File: src/rtl/i2cr_pkg.sv
package i2cr_pkg;
    typedef enum logic [3:0] {
        ST_IDLE,
        ST_DEV,
        ST_DEV_ACK,
        ST_HI,
        ST_HI_ACK,
        ST_LO,
        ST_LO_ACK,
        ST_TX,
        ST_RX_ACK,
        ST_SKIP
    } rd_state_t;
endpackage

File: src/rtl/i2cr_line_sync.sv
module i2cr_line_sync #(
    parameter int STAGES = 2
) (
    input  logic clk,
    input  logic rst_n,
    input  logic scl_i,
    input  logic sda_i,
    output logic scl_s,
    output logic sda_s,
    output logic scl_rise,
    output logic scl_fall,
    output logic start_det,
    output logic stop_det
);
    logic [STAGES-1:0] scl_pipe, sda_pipe;
    logic scl_q, sda_q;

    always_ff @(posedge clk or negedge rst_n) begin
        if (!rst_n) begin
            scl_pipe <= '1;
            sda_pipe <= '1;
            scl_q    <= 1'b1;
            sda_q    <= 1'b1;
        end else begin
            scl_pipe <= {scl_pipe[STAGES-2:0], scl_i};
            sda_pipe <= {sda_pipe[STAGES-2:0], sda_i};
            scl_q    <= scl_pipe[STAGES-1];
            sda_q    <= sda_pipe[STAGES-1];
        end
    end

    assign scl_s     = scl_pipe[STAGES-1];
    assign sda_s     = sda_pipe[STAGES-1];
    assign scl_rise  = scl_s & ~scl_q;
    assign scl_fall  = ~scl_s & scl_q;
    assign start_det = scl_s & scl_q & sda_q & ~sda_s;
    assign stop_det  = scl_s & scl_q & ~sda_q & sda_s;
endmodule

File: src/rtl/i2cr_addr_ctr.sv
module i2cr_addr_ctr #(
    parameter int W = 15
) (
    input  logic         clk,
    input  logic         rst_n,
    input  logic         load,
    input  logic [W-1:0] load_val,
    input  logic         inc,
    output logic [W-1:0] value
);
    always_ff @(posedge clk or negedge rst_n) begin
        if (!rst_n)    value <= '0;
        else if (load) value <= load_val;
        else if (inc)  value <= value + 1'b1;
    end
endmodule

File: src/rtl/serial_mem_reader.sv
module serial_mem_reader
    import i2cr_pkg::*;
#(
    parameter logic [6:0] DEV_ADDR    = 7'h50,
    parameter int         ADDR_W      = 15,
    parameter int         SYNC_STAGES = 2
) (
    input  logic              clk,
    input  logic              rst_n,
    input  logic              scl_i,
    input  logic              sda_i,
    output logic              sda_oe,
    output logic              sda_o,
    output logic              mem_rd,
    output logic [ADDR_W-1:0] mem_addr,
    input  logic [7:0]        mem_rdata
);
    localparam int BYTE_W = 8;
    localparam int CNT_W  = $clog2(BYTE_W + 1);
    localparam int HI_W   = ADDR_W - BYTE_W;

    logic scl_s, sda_s, scl_rise, scl_fall, start_det, stop_det;
    rd_state_t state;
    logic [CNT_W-1:0]  bit_cnt;
    logic [BYTE_W-1:0] rx_sr, tx_sr, hi_byte;
    logic              is_read, fetch_pend;
    logic              ctr_load;
    logic [ADDR_W-1:0] ctr_val;
    logic              bus_evt, byte_done, dev_match;

    i2cr_line_sync #(.STAGES(SYNC_STAGES)) u_sync (
        .clk(clk), .rst_n(rst_n), .scl_i(scl_i), .sda_i(sda_i),
        .scl_s(scl_s), .sda_s(sda_s), .scl_rise(scl_rise), .scl_fall(scl_fall),
        .start_det(start_det), .stop_det(stop_det)
    );

    i2cr_addr_ctr #(.W(ADDR_W)) u_ctr (
        .clk(clk), .rst_n(rst_n), .load(ctr_load),
        .load_val({hi_byte[HI_W-1:0], rx_sr}), .inc(mem_rd), .value(ctr_val)
    );

    assign bus_evt   = start_det | stop_det;
    assign byte_done = scl_fall && (bit_cnt == CNT_W'(BYTE_W));
    assign dev_match = (rx_sr[7:1] == DEV_ADDR);
    assign mem_addr  = ctr_val;

    // State register and datapath
    always_ff @(posedge clk or negedge rst_n) begin
        if (!rst_n) begin
            state      <= ST_IDLE;
            bit_cnt    <= '0;
            rx_sr      <= '0;
            tx_sr      <= '1;
            hi_byte    <= '0;
            is_read    <= 1'b0;
            fetch_pend <= 1'b0;
        end else begin
            fetch_pend <= mem_rd;
            if (fetch_pend) tx_sr <= mem_rdata;
            if (start_det) begin
                state   <= ST_DEV;
                bit_cnt <= '0;
            end else if (stop_det) begin
                state   <= ST_IDLE;
            end else begin
                unique case (state)
                    ST_IDLE, ST_SKIP: ;
                    ST_DEV, ST_HI, ST_LO: begin
                        if (scl_rise) begin
                            rx_sr   <= {rx_sr[6:0], sda_s};
                            bit_cnt <= bit_cnt + 1'b1;
                        end else if (byte_done) begin
                            bit_cnt <= '0;
                            if (state == ST_DEV) begin
                                is_read <= rx_sr[0];
                                state   <= dev_match ? ST_DEV_ACK : ST_SKIP;
                            end else if (state == ST_HI) begin
                                hi_byte <= rx_sr;
                                state   <= ST_HI_ACK;
                            end else begin
                                state   <= ST_LO_ACK;
                            end
                        end
                    end
                    ST_DEV_ACK: if (scl_fall) state <= is_read ? ST_TX : ST_HI;
                    ST_HI_ACK:  if (scl_fall) state <= ST_LO;
                    ST_LO_ACK:  if (scl_fall) state <= ST_SKIP;
                    ST_TX: begin
                        if (scl_fall) begin
                            if (bit_cnt == CNT_W'(BYTE_W - 1)) begin
                                state   <= ST_RX_ACK;
                                bit_cnt <= '0;
                            end else begin
                                tx_sr   <= {tx_sr[6:0], 1'b1};
                                bit_cnt <= bit_cnt + 1'b1;
                            end
                        end
                    end
                    ST_RX_ACK: begin
                        if (scl_rise) is_read <= ~sda_s;
                        else if (scl_fall) state <= is_read ? ST_TX : ST_SKIP;
                    end
                    default: state <= ST_IDLE;
                endcase
            end
        end
    end

    // Outputs
    always_comb begin
        sda_oe   = 1'b0;
        sda_o    = 1'b1;
        mem_rd   = 1'b0;
        ctr_load = 1'b0;
        unique case (state)
            ST_DEV: mem_rd = !bus_evt && byte_done && dev_match && rx_sr[0];
            ST_DEV_ACK, ST_HI_ACK: begin
                sda_oe = 1'b1;
                sda_o  = 1'b0;
            end
            ST_LO_ACK: begin
                sda_oe   = 1'b1;
                sda_o    = 1'b0;
                ctr_load = !bus_evt && scl_fall;
            end
            ST_TX: begin
                sda_oe = 1'b1;
                sda_o  = tx_sr[7];
            end
            ST_RX_ACK: mem_rd = !bus_evt && scl_rise && !sda_s;
            default: ;
        endcase
    end
endmodule

File: config.mk
export PLATFORM = sky130hd
export DESIGN_NAME = serial_mem_reader
export DESIGN_NICKNAME = d
export VERILOG_FILES = /design/src/rtl/i2cr_pkg.sv /design/src/rtl/i2cr_line_sync.sv /design/src/rtl/i2cr_addr_ctr.sv /design/src/rtl/serial_mem_reader.sv
export SDC_FILE = /design/constraint.sdc
export NUM_CORES = 1
export LEC_CHECK = 0
export ABC_AREA = 1
export BUFFER_PORTS_ARGS = -buffer_cell sky130_fd_sc_hd__buf_2
export CAP_MARGIN = 5
export CORE_MARGIN = 1.5
export CORE_UTILIZATION = 63
export DETAILED_ROUTE_END_ITERATION = 10
export PLACE_DENSITY = 0.84
export SLEW_MARGIN = 20
export SYNTH_ARGS = -nofsm -noshare
export SYNTH_HDL_FRONTEND = slang
export SYNTH_SLANG_ARGS = --single-unit
File: constraint.sdc
create_clock -name clk -period 3.2 [get_ports clk]
set_input_delay 0.16 -clock clk [delete_from_list [all_inputs] [get_ports clk]]
set_output_delay 0.16 -clock clk [all_outputs]
set_load 0.03 [all_outputs]
==> flow_summary.toml <==
[outcome]
status = "complete, no violations"

[worst_setup_path]
critical_path_buf_inv_count = 2
slowest_stage = "dfrtp_1"
crit_arrival_ns = 1.94
worstPathMaxFanout = 14
crit_chain = "inv_1, ha_1, nand3_1, nor2_1, nand3_4, nand2_4, buf_2"
cp-start-kind = "register"
worst-setup-path-type = "reg2out"
required_ns = 3.04
max_stage_delay_ns = 0.43
critPathTopFamily = "simple AND/OR/NAND/NOR gates"
cp-end-kind = "output port"

[synthesis]
syn_avg_cell_area_um2 = 7.40
mappedNetlistArea_um2 = 3050
ys_warn_count = 0
synth_nets = 427
syn_inst = 412
synth_cell_type_count = 29
ys_seq_elements = 54
ys_seq_area_share_pct = 44.9

[clock_tree]
cts_resized = 0
cts_buffers = 5
cts-htree-levels = 2
post_cts_buffers = 0
cts.path.max_buffers = 2
hold_buffers = 3
clk_pin_slew_ns = 0.09
clock_latency_ns = 0.31
cts.sink_count = 54
cts_tree = "yes"
cts-root-buf = "clkbuf_8"

[sta]
fin_crit_sh_pct = 65.6
worst_slew_pin_slew_ns = 0.855
setup_viol = 0
maxSlewViolCount = 0
fin_crit_ns = 2.10
max_freq_ghz = 0.476
rsz0062_at_grt = "no"
relSlewSlack_pct = 43.0
hold_viol = 0
skew_ns = 0.0137
finalSetupTns_ns = 0

[placement]
portBuffers = 29
placedCellCount = 489
dp_hpwl_um = 4810
globalplace.congestion = 0.958

[routing]
drtPass1Iterations = 4
drtIter0Drc = 149
via_count = 2748
drt-wirelength-per-cell_um = 12.9
routed_wl_um = 6450
drc_errors = 0
via_per_inst = 5.50
ant_nets = 0

[layout]
drive_gt1_share_pct = 17.9
diodes = 0
mostFrequentLayoutCell = "nand2_1"
fillCellCount = 374
instances_no_fill = 500
layout_common_cells = "nand2_1, inv_1, nor2_1, dfrtp_1, nand3_1"
areaGrowthSynthToFinish_pct = 10.9
final_nets = 460

[floorplanning]
core_um2 = 4690
fp.dieArea_um2 = 5270
start_util_pct = 65.0
io-pin-count = 30
dieWidth_um = 72.6
rows = 25
die_height_um = 72.6

[pwr]
powerDensity_nw_per_um2 = 592
irDropWorstVdd_uv = 338
p_leak_nw = 1.74

[grt]
antenna_found_initial = 0
grt_first_pass_wirelength_um = 11000
grt_pass1_vias = 2487
grt_use_total_pct = 26.7
grt-ovfl-total = 0
grt_max_degree = 42

[run]
maxCapViolCount = 0

[min_path]
hold_path.class = "in2reg"
## flip-flops by register name (all words and copies together), names as in the netlist
register,count
state,4
tx_sr,8
u_sync.sda_pipe,2
rx_sr,8
is_read,1
u_sync.scl_q,1
u_sync.scl_pipe,2
bit_cnt,4
u_sync.sda_q,1
hi_byte,7
u_ctr.value,15
fetch_pend,1
## power by group
group | switching (mW) | internal [mW]
Sequential | 0.0896 | 0.830
Clock | 0.227 | 0.258
Combinational | 0.405 | 0.195
Total | 0.721 | 1.28
## cell usage after synthesis
master    number  area share, %
nand2_1      129             16
inv_1         41            5.0
dfrtp_1       40             33
nor2_1        40            4.9
nand3_1       34            5.6
o21ai_1       26            4.3
o21ai_0       15            2.5
dfstp_2       14             12
nand4_1       10            2.1
a21oi_1        8            1.3
inv_2          7           0.86
nor2_2         7            1.4
nand2_2        5            1.0
xnor2_1        5            1.4
buf_2          4           0.66
xor2_1         4            1.1
ha_1           3            1.2
nand3_2        3           0.98
nor3_1         3           0.49
a31oi_1        2           0.41
clkbuf_1       2           0.25
nand3_4        2            1.1
nor2_4         2           0.74
a21boi_1       1           0.25
a21o_1         1           0.25
buf_6          1           0.37
nand2_4        1           0.37
nor3_2         1           0.33
nor3b_1        1           0.25
## worst min-delay path, delay by kind of cell
| kind | cells | cell delay, ns |
|---|---|---|
| buffers and inverters | 1 | 0.09 |
| AOI/OAI and AO/OA | 1 | 0.07 |
| and+or+nand+nor | 1 | 0.05 |
## final timing paths
path,end,start,cells past startpoint,slack (ns)
min reg2reg,u_sync.sda_pipe[1],u_sync.sda_pipe[0],0,0.36
min,tx_sr[2],mem_rdata[2],3,0.07
min in group asynchronous,hi_byte[4],rst_n,2,0.50
max in group asynchronous,tx_sr[5],rst_n,3,1.93
max,mem_rd,bit_cnt[0],7,1.10
max reg2reg,hi_byte[0],bit_cnt[0],7,1.31
## metal layers
metal | global-route usage [%] | up-vias | wire length (um)
met3 | 4.97 | 14 | 368
met1 | 35.6 | 1263 | 2920
met2 | 44.8 | 86 | 3050
met5 | 0 | - | 0
met4 | 7.76 | 0 | 112
li1 | - | 1385 | -
## through the flow
stage	hold slack (ns)	setup slack (ns)	area [um^2]	util, %	total power, mW
4_1_cts	0.0623	1.09	3380	72.1	2.01
5_1_grt	0.0818	0.958	3380	72.1	2.14
3_5_place_dp	0.267	1.35	3230	68.9	1.52
6_report	0.0671	1.10	3380	72.1	2.00
3_3_place_gp	0.267	1.48	3230	68.9	1.50
2_1_floorplan	-0.136	1.48	3050	-	1.37
## final cells by class
class	count	area [um^2]	area share (%)
multi-input cells	303	1460	43.2
flip-flops and latches	54	1370	40.5
repair buffers	33	183	5.40
inverters	48	180	5.33
clock buffers	6	82.6	2.44
well taps	54	67.6	2.00
clock inverters	2	38.8	1.15
## cell families after synthesis
logic type | Yosys count | share of synthesized area (%)
DFF | 54 | 44.9
AOI/OAI and AO/OA | 53 | 8.94
buffers and inverters | 55 | 7.18
xor gates and xnor gates | 9 | 2.58
and+or+nand+nor | 238 | 35.2
adders and majority gates | 3 | 1.23
No activity file was read; power rests on OpenSTA's default activity.
